**src/rtl/cart_seq_pkg.sv**
```systemverilog
package cart_seq_pkg;

    typedef enum logic [2:0] {
        SEQ_IDLE      = 3'd0,
        SEQ_CMD       = 3'd1,
        SEQ_GAP_START = 3'd2,
        SEQ_GAP_BLOCK = 3'd3,
        SEQ_DATA      = 3'd4,
        SEQ_WAIT      = 3'd5
    } seq_state_e;

endpackage

```
**src/rtl/cart_xfer_timer.sv**
```systemverilog
// Transfer-cycle timer: tick on the last clock of every cycle; may hold there.
module cart_xfer_timer #(
    parameter int CYC_FAST = 5,
    parameter int CYC_SLOW = 8
) (
    input  logic clk,
    input  logic rst_n,
    input  logic slow,
    input  logic clr,
    input  logic hold,
    output logic tick
);
    localparam int CYC_MAX = (CYC_FAST > CYC_SLOW) ? CYC_FAST : CYC_SLOW;
    localparam int CW      = (CYC_MAX > 1) ? $clog2(CYC_MAX) : 1;

    logic [CW-1:0] cnt_q, cnt_d, last;

    assign last = slow ? CW'(CYC_SLOW - 1) : CW'(CYC_FAST - 1);
    assign tick = (cnt_q == last);

    always_comb begin
        cnt_d = cnt_q + CW'(1);
        if (clr)
            cnt_d = '0;
        else if (tick)
            cnt_d = hold ? cnt_q : '0;
    end

    always_ff @(posedge clk or negedge rst_n) begin
        if (!rst_n) cnt_q <= '0;
        else        cnt_q <= cnt_d;
    end
endmodule

```
**src/rtl/cart_word_asm.sv**
```systemverilog
// Little-endian byte-to-word packer.
module cart_word_asm #(
    parameter int WORD_BYTES = 4
) (
    input  logic                    clk,
    input  logic                    rst_n,
    input  logic                    clr,
    input  logic                    take,
    input  logic [7:0]              in_byte,
    output logic                    done,
    output logic [8*WORD_BYTES-1:0] word_nxt
);
    localparam int WW = 8 * WORD_BYTES;
    localparam int IW = (WORD_BYTES > 1) ? $clog2(WORD_BYTES) : 1;

    logic [WW-1:0] sh_q, sh_d;
    logic [IW-1:0] idx_q, idx_d;

    assign word_nxt = {in_byte, sh_q[WW-1:8]};
    assign done     = take && (idx_q == IW'(WORD_BYTES - 1));

    always_comb begin
        sh_d  = sh_q;
        idx_d = idx_q;
        if (clr) begin
            sh_d  = '0;
            idx_d = '0;
        end else if (take) begin
            sh_d  = word_nxt;
            idx_d = done ? '0 : idx_q + IW'(1);
        end
    end

    always_ff @(posedge clk or negedge rst_n) begin
        if (!rst_n) begin
            sh_q  <= '0;
            idx_q <= '0;
        end else begin
            sh_q  <= sh_d;
            idx_q <= idx_d;
        end
    end
endmodule

```
**src/rtl/cart_size_dec.sv**
```systemverilog
// Size code to word count: 0 -> none, 1..6 -> one block << (code-1), 7 -> one word.
module cart_size_dec #(
    parameter int BLK_BYTES = 512,
    parameter int WL_W      = 13
) (
    input  logic [2:0]      code,
    output logic [WL_W-1:0] words
);
    localparam int WPB = BLK_BYTES / 4;

    always_comb begin
        unique case (code)
            3'd0:    words = '0;
            3'd7:    words = WL_W'(1);
            default: words = WL_W'(WPB) << (code - 3'd1);
        endcase
    end
endmodule

```
**src/rtl/cart_rom_seq.sv**
```systemverilog
module cart_rom_seq
    import cart_seq_pkg::*;
#(
    parameter int CYC_FAST  = 5,
    parameter int CYC_SLOW  = 8,
    parameter int GAP_W     = 13,
    parameter int BLK_BYTES = 512,
    parameter int CMD_BYTES = 8
) (
    input  logic                   clk,
    input  logic                   rst_n,
    input  logic                   ctl_wr,
    input  logic                   ctl_start,
    input  logic                   ctl_wr_dir,
    input  logic                   ctl_skip,
    input  logic                   ctl_slow,
    input  logic [2:0]             ctl_size,
    input  logic                   ctl_irq_en,
    input  logic [GAP_W-1:0]       ctl_gap_start,
    input  logic [GAP_W-1:0]       ctl_gap_blk,
    input  logic [8*CMD_BYTES-1:0] cmd_bytes,
    input  logic [7:0]             card_byte,
    input  logic                   card_valid,
    output logic                   card_ready,
    output logic [7:0]             cmd_byte_out,
    output logic                   cmd_strobe,
    input  logic                   data_rd,
    output logic                   busy,
    output logic                   drq,
    output logic                   irq,
    output logic [31:0]            data_word
);
    localparam int WPB    = BLK_BYTES / 4;
    localparam int WIB_W  = (WPB > 1) ? $clog2(WPB) : 1;
    localparam int WL_W   = $clog2(WPB << 5) + 1;
    localparam int CIDX_W = (CMD_BYTES > 1) ? $clog2(CMD_BYTES) : 1;

    typedef struct packed {
        seq_state_e             state;
        logic [CIDX_W-1:0]      cmd_idx;
        logic [GAP_W-1:0]       gap_cnt;
        logic [WL_W-1:0]        words_left;
        logic [WIB_W-1:0]       wib;
        logic                   drq;
        logic                   irq;
        logic [31:0]            data;
        logic [8*CMD_BYTES-1:0] cmd;
        logic                   slow;
        logic                   wr_dir;
        logic                   skip;
        logic                   irq_en;
        logic [GAP_W-1:0]       gap_s;
        logic [GAP_W-1:0]       gap_b;
    } seq_regs_t;

    seq_regs_t r_q, r_d;

    logic            tick, tmr_clr, tmr_hold;
    logic            asm_clr, take, asm_done;
    logic [31:0]     asm_word;
    logic [WL_W-1:0] dec_words;
    logic            gs_on, gb_on, in_gap;

    cart_xfer_timer #(.CYC_FAST(CYC_FAST), .CYC_SLOW(CYC_SLOW)) u_timer (
        .clk(clk), .rst_n(rst_n), .slow(r_q.slow),
        .clr(tmr_clr), .hold(tmr_hold), .tick(tick)
    );

    cart_word_asm #(.WORD_BYTES(4)) u_asm (
        .clk(clk), .rst_n(rst_n), .clr(asm_clr), .take(take),
        .in_byte(card_byte), .done(asm_done), .word_nxt(asm_word)
    );

    cart_size_dec #(.BLK_BYTES(BLK_BYTES), .WL_W(WL_W)) u_dec (
        .code(ctl_size), .words(dec_words)
    );

    assign gs_on    = !r_q.wr_dir && (r_q.gap_s != '0);
    assign gb_on    = !r_q.wr_dir && (r_q.gap_b != '0);
    assign in_gap   = (r_q.state == SEQ_GAP_START) || (r_q.state == SEQ_GAP_BLOCK);
    assign tmr_hold = (r_q.state == SEQ_DATA) && !card_valid;
    assign take     = (r_q.state == SEQ_DATA) && tick && card_valid;

    assign card_ready   = ((r_q.state == SEQ_DATA) && tick) || (in_gap && r_q.skip && tick);
    assign cmd_strobe   = (r_q.state == SEQ_CMD) && tick;
    assign cmd_byte_out = r_q.cmd[{r_q.cmd_idx, 3'b000} +: 8];
    assign busy         = (r_q.state != SEQ_IDLE);
    assign drq          = r_q.drq;
    assign irq          = r_q.irq;
    assign data_word    = r_q.data;

    always_comb begin
        r_d     = r_q;
        r_d.irq = 1'b0;
        tmr_clr = 1'b0;
        asm_clr = 1'b0;

        unique case (r_q.state)
            SEQ_IDLE: begin
                if (ctl_wr && ctl_start) begin
                    r_d.state      = SEQ_CMD;
                    r_d.cmd_idx    = '0;
                    r_d.gap_cnt    = '0;
                    r_d.wib        = '0;
                    r_d.words_left = dec_words;
                    r_d.cmd        = cmd_bytes;
                    r_d.slow       = ctl_slow;
                    r_d.wr_dir     = ctl_wr_dir;
                    r_d.skip       = ctl_skip;
                    r_d.irq_en     = ctl_irq_en;
                    r_d.gap_s      = ctl_gap_start;
                    r_d.gap_b      = ctl_gap_blk;
                    tmr_clr        = 1'b1;
                    asm_clr        = 1'b1;
                end
            end

            SEQ_CMD: begin
                if (tick) begin
                    if (r_q.cmd_idx == CIDX_W'(CMD_BYTES - 1)) begin
                        if (r_q.words_left == '0) begin
                            r_d.state = SEQ_IDLE;
                            r_d.irq   = r_q.irq_en;
                        end else if (gs_on) begin
                            r_d.state = SEQ_GAP_START;
                        end else if (gb_on) begin
                            r_d.state = SEQ_GAP_BLOCK;
                        end else begin
                            r_d.state = SEQ_DATA;
                        end
                    end else begin
                        r_d.cmd_idx = r_q.cmd_idx + CIDX_W'(1);
                    end
                end
            end

            SEQ_GAP_START: begin
                if (tick) begin
                    if (r_q.gap_cnt == r_q.gap_s - GAP_W'(1)) begin
                        r_d.gap_cnt = '0;
                        r_d.state   = gb_on ? SEQ_GAP_BLOCK : SEQ_DATA;
                    end else begin
                        r_d.gap_cnt = r_q.gap_cnt + GAP_W'(1);
                    end
                end
            end

            SEQ_GAP_BLOCK: begin
                if (tick) begin
                    if (r_q.gap_cnt == r_q.gap_b - GAP_W'(1)) begin
                        r_d.gap_cnt = '0;
                        r_d.state   = SEQ_DATA;
                    end else begin
                        r_d.gap_cnt = r_q.gap_cnt + GAP_W'(1);
                    end
                end
            end

            SEQ_DATA: begin
                if (take && asm_done) begin
                    r_d.state      = SEQ_WAIT;
                    r_d.drq        = 1'b1;
                    r_d.data       = asm_word;
                    r_d.words_left = r_q.words_left - WL_W'(1);
                    r_d.wib        = r_q.wib + WIB_W'(1);
                end
            end

            SEQ_WAIT: begin
                tmr_clr = 1'b1;
                if (data_rd) begin
                    r_d.drq = 1'b0;
                    if (r_q.words_left == '0) begin
                        r_d.state = SEQ_IDLE;
                        r_d.irq   = r_q.irq_en;
                    end else if ((r_q.wib == '0) && gb_on) begin
                        r_d.state = SEQ_GAP_BLOCK;
                    end else begin
                        r_d.state = SEQ_DATA;
                    end
                end
            end

            default: r_d.state = SEQ_IDLE;
        endcase
    end

    always_ff @(posedge clk or negedge rst_n) begin
        if (!rst_n) r_q <= '0;
        else        r_q <= r_d;
    end
endmodule

```
**config.mk**
```make
export PLATFORM = sky130hd
export DESIGN_NAME = cart_rom_seq
export DESIGN_NICKNAME = d
export VERILOG_FILES = /design/src/rtl/cart_seq_pkg.sv /design/src/rtl/cart_xfer_timer.sv /design/src/rtl/cart_word_asm.sv /design/src/rtl/cart_size_dec.sv /design/src/rtl/cart_rom_seq.sv
export SDC_FILE = /design/constraint.sdc
export NUM_CORES = 1
export LEC_CHECK = 0
export BUFFER_PORTS_ARGS = -buffer_cell sky130_fd_sc_hd__buf_2
export CELL_PAD_IN_SITES_DETAIL_PLACEMENT = 0
export CELL_PAD_IN_SITES_GLOBAL_PLACEMENT = 1
export CORE_UTILIZATION = 39
export CTS_CLUSTER_SIZE = 40
export DETAILED_ROUTE_END_ITERATION = 16
export GPL_ROUTABILITY_DRIVEN = 0
export HOLD_SLACK_MARGIN = 0.1
export PLACE_DENSITY_LB_ADDON = 0.1
export SLEW_MARGIN = 25
export SYNTH_ARGS = -nofsm -noshare
export SYNTH_HDL_FRONTEND = slang
export SYNTH_SLANG_ARGS = --single-unit
```
**constraint.sdc**
```tcl
create_clock -name clk -period 3 [get_ports clk]
set_input_delay 0.45 -clock clk [delete_from_list [all_inputs] [get_ports clk]]
set_output_delay 0.45 -clock clk [all_outputs]
set_load 0.005 [all_outputs]
```
## Yosys cells after proc, flatten, opt, wreduce, memory -nomap -nowiden

Cells that the tools add are included.

| word-level totals | value |
|---|---|
| output and inout bits | 45 |
| flip-flop bits (word level) | 204 |
| logic and storage cells | 129 |

| cells by class | value |
|---|---|
| $add $sub $neg | 9 |
| reduce and logical (&&, ||, !) cells | 35 |
| shift operators | 2 |
| multiplexer cells | 43 |
| eq/ne operators | 22 |

Operator list:

| operator | count |
|---|---|
| 32-bit two-way mux | 2 |
| 64-bit by 7-bit indexed part select with 8-bit output | 1 |
| 13-bit two-way mux | 4 |
| 3-bit two-way mux | 16 |
| 20-bit one-hot mux with 2 select lines | 1 |
| 39-bit two-way mux | 1 |
| 13-bit one-hot mux with 3 select lines | 1 |
| 13-bit by 1-bit subtractor with 13-bit output (second input constant) | 3 |
| 13-bit equality test | 2 |
| 13-bit one-hot mux with 2 select lines | 1 |
| 13-bit nonzero test | 2 |
| 21-bit two-way mux | 1 |
| 3-bit one-hot mux with 6 select lines | 1 |
| 13-bit by 1-bit adder with 13-bit output (second input constant) | 1 |
| 13-bit logical NOT | 1 |
| 8-bit by 3-bit << shifter with 13-bit output (first input constant) | 1 |
| 3-bit equality test (second input constant) | 4 |
| 1-bit logical AND | 12 |
| 2-bit inequality test (second input constant) | 6 |
| 2-bit two-way mux | 5 |
| 9-bit AND reduction | 1 |
| 2-bit by 1-bit inequality test with 1-bit output (second input constant) | 4 |
| 4-bit AND reduction | 2 |
| 2-bit nonzero test | 4 |
| 20 further kinds | 34 |

## Depth between registers and ports, before layout

| logic depth | value |
|---|---|
| depth after elaboration | 8 |
| gate-level depth with buffers | 13 |
| mapped depth without buffers | 10 |

## By module

A second synthesis with hierarchy kept.

| unflattened totals | value |
|---|---|
| cells, all modules | 984 |
| area, all modules | 10,291.1 sq um |

Modules (own cells, without submodules):

| module | cells each | times used | sequential area each (sq um) | area an instance (sq um) |
|---|---|---|---|---|
| cart_rom_seq | 853 | 1 | 4,179.0 | 8,826.0 |
| cart_word_asm | 94 | 1 | 650.6 | 1,153.6 |
| cart_xfer_timer | 23 | 1 | 75.1 | 202.7 |
| cart_size_dec | 14 | 1 | 0.0 | 108.9 |

## Least setup slack after synthesis

Ideal clock, no wire load.

| path | value |
|---|---|
| path type | register -> register |
| start | register r_q[13] in the netlist's numbering |
| end | register r_q[164] in the netlist's numbering |
| arrival time | 3,045 ps |
| stages on the path, launching flop included | 13 |
| setup slack | -171 ps |
| data required time | 2,875 ps |
| cells stage by stage | dfrtp_1 inv_1 ha_1 or4b_1 buf_2 a2bb2oi_1 a211o_1 a2111oi_2 o221a_2 nor3_2 buf_6 or2_4 mux2_4 |

| between the ends | value |
|---|---|
| cells in the longest elaborated chain, start to end | 7 |

Ends and longest elaborated chain:

| what | line | RTL |
|---|---|---|
| start, declared | cart_rom_seq.sv:56 | `seq_regs_t r_q, r_d;` |
| start signal, assigned | cart_rom_seq.sv:190 | `else r_q <= r_d;` |
| parallel branches: the longest is 7 deep, another holds 13-bit by 1-bit subtractor with 13-bit output | - |  |

Parallel ways; which one is timed is not known. The select of a mux whose other input is x is not followed.
A chain may end at the register's enable or synchronous reset.

## Worst setup path after layout

| path | value |
|---|---|
| start | register r_q[14] in the netlist's numbering |
| end | register r_q[156] in the netlist's numbering |

| between the ends | value |
|---|---|
| cells in the longest elaborated chain, start to end | 5 |

Ends and longest elaborated chain:

| what | line | RTL |
|---|---|---|
| 13-bit by 1-bit subtractor with 13-bit output | cart_rom_seq.sv:139 | `if (r_q.gap_cnt == r_q.gap_s - GAP_W'(1)) begin` |
| 13-bit equality test | cart_rom_seq.sv:139 |  |
| 13-bit two-way mux | cart_rom_seq.sv:139 |  |
| 13-bit two-way mux | cart_rom_seq.sv:138 | `if (tick) begin` |
| 13-bit one-hot mux with 3 select lines | cart_rom_seq.sv:98 | `unique case (r_q.state)` |

Every way passes these cells. The select of a mux whose other input is x is not followed.

==> out/metrics.yaml <==
critPathLaunch: "r_q[14]$_DFFE_PN0P_"
drive_gt1_share_pct: 22.1
drtIter0Drc: 352
drt-wirelength-per-cell_um: 15.5
first_pass_iters: 4
grt_max_degree: 72
yosysUniqueCellTypes: 74
worstMarginPinSlew_ns: 0.680
syn_area_um2: 10000
crit_arrival_ns: 3.27
p_per_area_nw_per_um2: 833
wl_um: 24900
yosysSeqAreaShare_pct: 49.0
ys_warn_count: 0
hold_viol: 0
area_delta_synth_final_pct: 17.5
fmax_mhz: 340
multi_input_area_um2: 4620
synth_largest_area_cell: "dfrtp_1"
finalClockSkew_ns: 0.0155
dieWidth_um: 162
yosys-top-cells-count: "nand2_1, dfrtp_1, o21ai_0, clkbuf_1, nor2_1"
gr-usage-all-layers_pct: 20.0
vdd_ir_drop_max_mv: 0.385
critPathKind: "flop to flop"
synth_cells: 1144
cts_buffers: 17
slew_headroom_pct: 54.1
initial_core_util_pct: 39.7
ys_ff_latch: 196
ioPinCount: 156
cp_max_fo: 8
period_minus_slack_ns: 2.94
antenna_found_initial: 4
reg2reg_to: "r_q[156]$_DFFE_PN0P_"
clk_pin_slew_ns: 0.08
vias: 7979
synthFlopType: "dfrtp_1"
ant_nets: 0
r2r_slack_ns: 0.06
cts_tree: "yes"
synthTopCellsByArea: "dfrtp_1, nand2_1, mux4_2"
required_ns: 3.33
chipHeight_um: 162
setup_viol_count_final: 0
post-route-drc-count: 0
htree_num_levels: 4
regArea_um2: 4900
first_global_vias: 8003
cts.sinks: 196
yosysMostFrequentCell: "nand2_1"
p_leak_nw: 5.89
rows: 58
finalSetupTns_ns: 0
grt_first_pass_wirelength_um: 41400
synth_top_cell_area_share_pct: 49.0
reg2reg_depth: 11
post-route-period-util_pct: 97.9
vias_per_cell: 4.96
nNetsFinal: 1389
maxCapViolCount: 0
syn-mean-instance-area_um2: 8.75
synth-edff-count: 0
ys_async_sr_fraction_pct: 100
grt_overflow: 0
core_region_area_um2: 25200
worstSetupEndpointType: "flop"
r2r_start: "r_q[14]$_DFFE_PN0P_"
io_buffers: 155
synth_nets: 1268
crit_path_end: "r_q[156]$_DFFE_PN0P_"
cts_buffer_depth: 2
final_max_slew_viol_count: 0
nFillCells: 2549
cts_root_buf: "clkbuf_16"
die_area_um2: 26300
finalPower_w: 0.00980
clk_latency_ns: 0.44
crit_path_start_kind: "flop"
hold_path.class: "primary input to flop"
rsz0062_at_grt: "yes"
hpwl_um: 17200
status: "finished clean"
## power breakdown
part / internal (W) / switching, W
clock network: 0.00119 / 0.00113
logic: 0.00164 / 0.00189
registers: 0.00337 / 0.000588
total: 0.00619 / 0.00360
## stage by stage
stage / utilization (%) / cell area [um^2] / instances / setup WS, ns / hold slack [ns]
global placement: 44.0 / 11100 / 1571 / 0.0990 / 0.446
global route: 46.7 / 11800 / 1608 / -0.0526 / 0.174
CTS: 46.4 / 11700 / 1604 / 0.0750 / 0.171
finish: 46.7 / 11800 / 1609 / 0.0619 / 0.192
detailed placement: 44.0 / 11100 / 1571 / 0.0658 / 0.451
floorplan: - / 10000 / 1144 / 0.00148 / 0.154
## critical path, cell delays in order (launching register included)
cell and delay (ns):
dfrtp_1 0.41, inv_2 0.10, ha_4 0.13, or4b_4 0.48, a2bb2oi_2 0.15, a211o_1 0.31, a2111oi_2 0.36, o221a_2 0.30
nor3_4 0.06, buf_6 0.15, and3_4 0.16, a221o_1 0.25
## layout by cell type (no fill, tap or decap), drive strengths merged, types with 3 or more instances in the layout
master  count
or4b        3
inv        25
nand2     450
buf       197
xor2       19
clkinv      5
a22o        4
or4         7
xnor2      24
nor4       15
nand2b      5
nand4       8
o22ai       7
mux4       16
nor2       44
nor3       17
nor2b       4
clkbuf     20
a22oi       3
or3        13
mux2i       4
mux2        9
a211oi      4
or2         4
and3       12
o211ai      3
o311ai      3
o21ai      62
o31ai       4
dfrtp     196
a21oi      22
nand3      17
ha         13
## cell type report
| class | instances | share of cell area (%) |
|---|---|---|
| flip-flops and latches | 196 | 41.7 |
| multi-input cells | 833 | 39.3 |
| repair buffers | 199 | 9.85 |
| clock buffers | 19 | 3.68 |
| well taps | 330 | 3.51 |
| clock inverters | 13 | 1.36 |
| inverters | 18 | 0.575 |
| diodes | 1 | 0.0213 |
## kinds of logic (layout without fill, tap and decap cells)
logic type      Yosys count  after routing  synth area share [%]
simple gates            610            610                  26.0
flops                   196            196                  49.0
compound gates          137            137                  8.72
buf+inv                 115            249                  5.61
xor+xnor                 43             43                  3.84
mux                      29             29                  5.05
fa+ha+maj                14             14                  1.73
other cells               0              1                     0
## flip-flops by register name, indices dropped and copies added (netlist names)
name,count
data_word,32
drq,1
irq,1
r_q,133
u_asm.idx_q,2
u_asm.sh_q,24
u_timer.cnt_q,3
## layer usage
layer  vias to the layer above  share of wire, %  track usage, %
met5                         -              0.23               0
met4                         8               1.2            4.97
met3                        28               5.0            5.06
met2                       148                46            32.0
met1                      3771                48            27.1
li1                       4024                 -               -
## what timing repair did
item	in CTS	in global routing
hold buffers	1	0
resized for setup	0	9
endpoints found under the hold margin	68	0
endpoints found under the setup margin	0	11
buffers inserted	0	4
## worst min path at each step
stage                                          from                   endpoint  depth (start not counted)  slack, ns
after global placement    data_word[13]$_DFFE_PN0P_  data_word[13]$_DFFE_PN0P_                          2       0.45
after global routing                  cmd_bytes[17]        r_q[47]$_DFFE_PN0P_                          3       0.17
after CTS                             cmd_bytes[62]        r_q[92]$_DFFE_PN0P_                          3       0.17
after detailed placement  data_word[11]$_DFFE_PN0P_  data_word[11]$_DFFE_PN0P_                          2       0.45
after floorplan                               rst_n   data_word[0]$_DFFE_PN0P_                          0       0.15
final                                 cmd_bytes[49]        r_q[79]$_DFFE_PN0P_                          3       0.19
(Power assumes the default switching activity.)
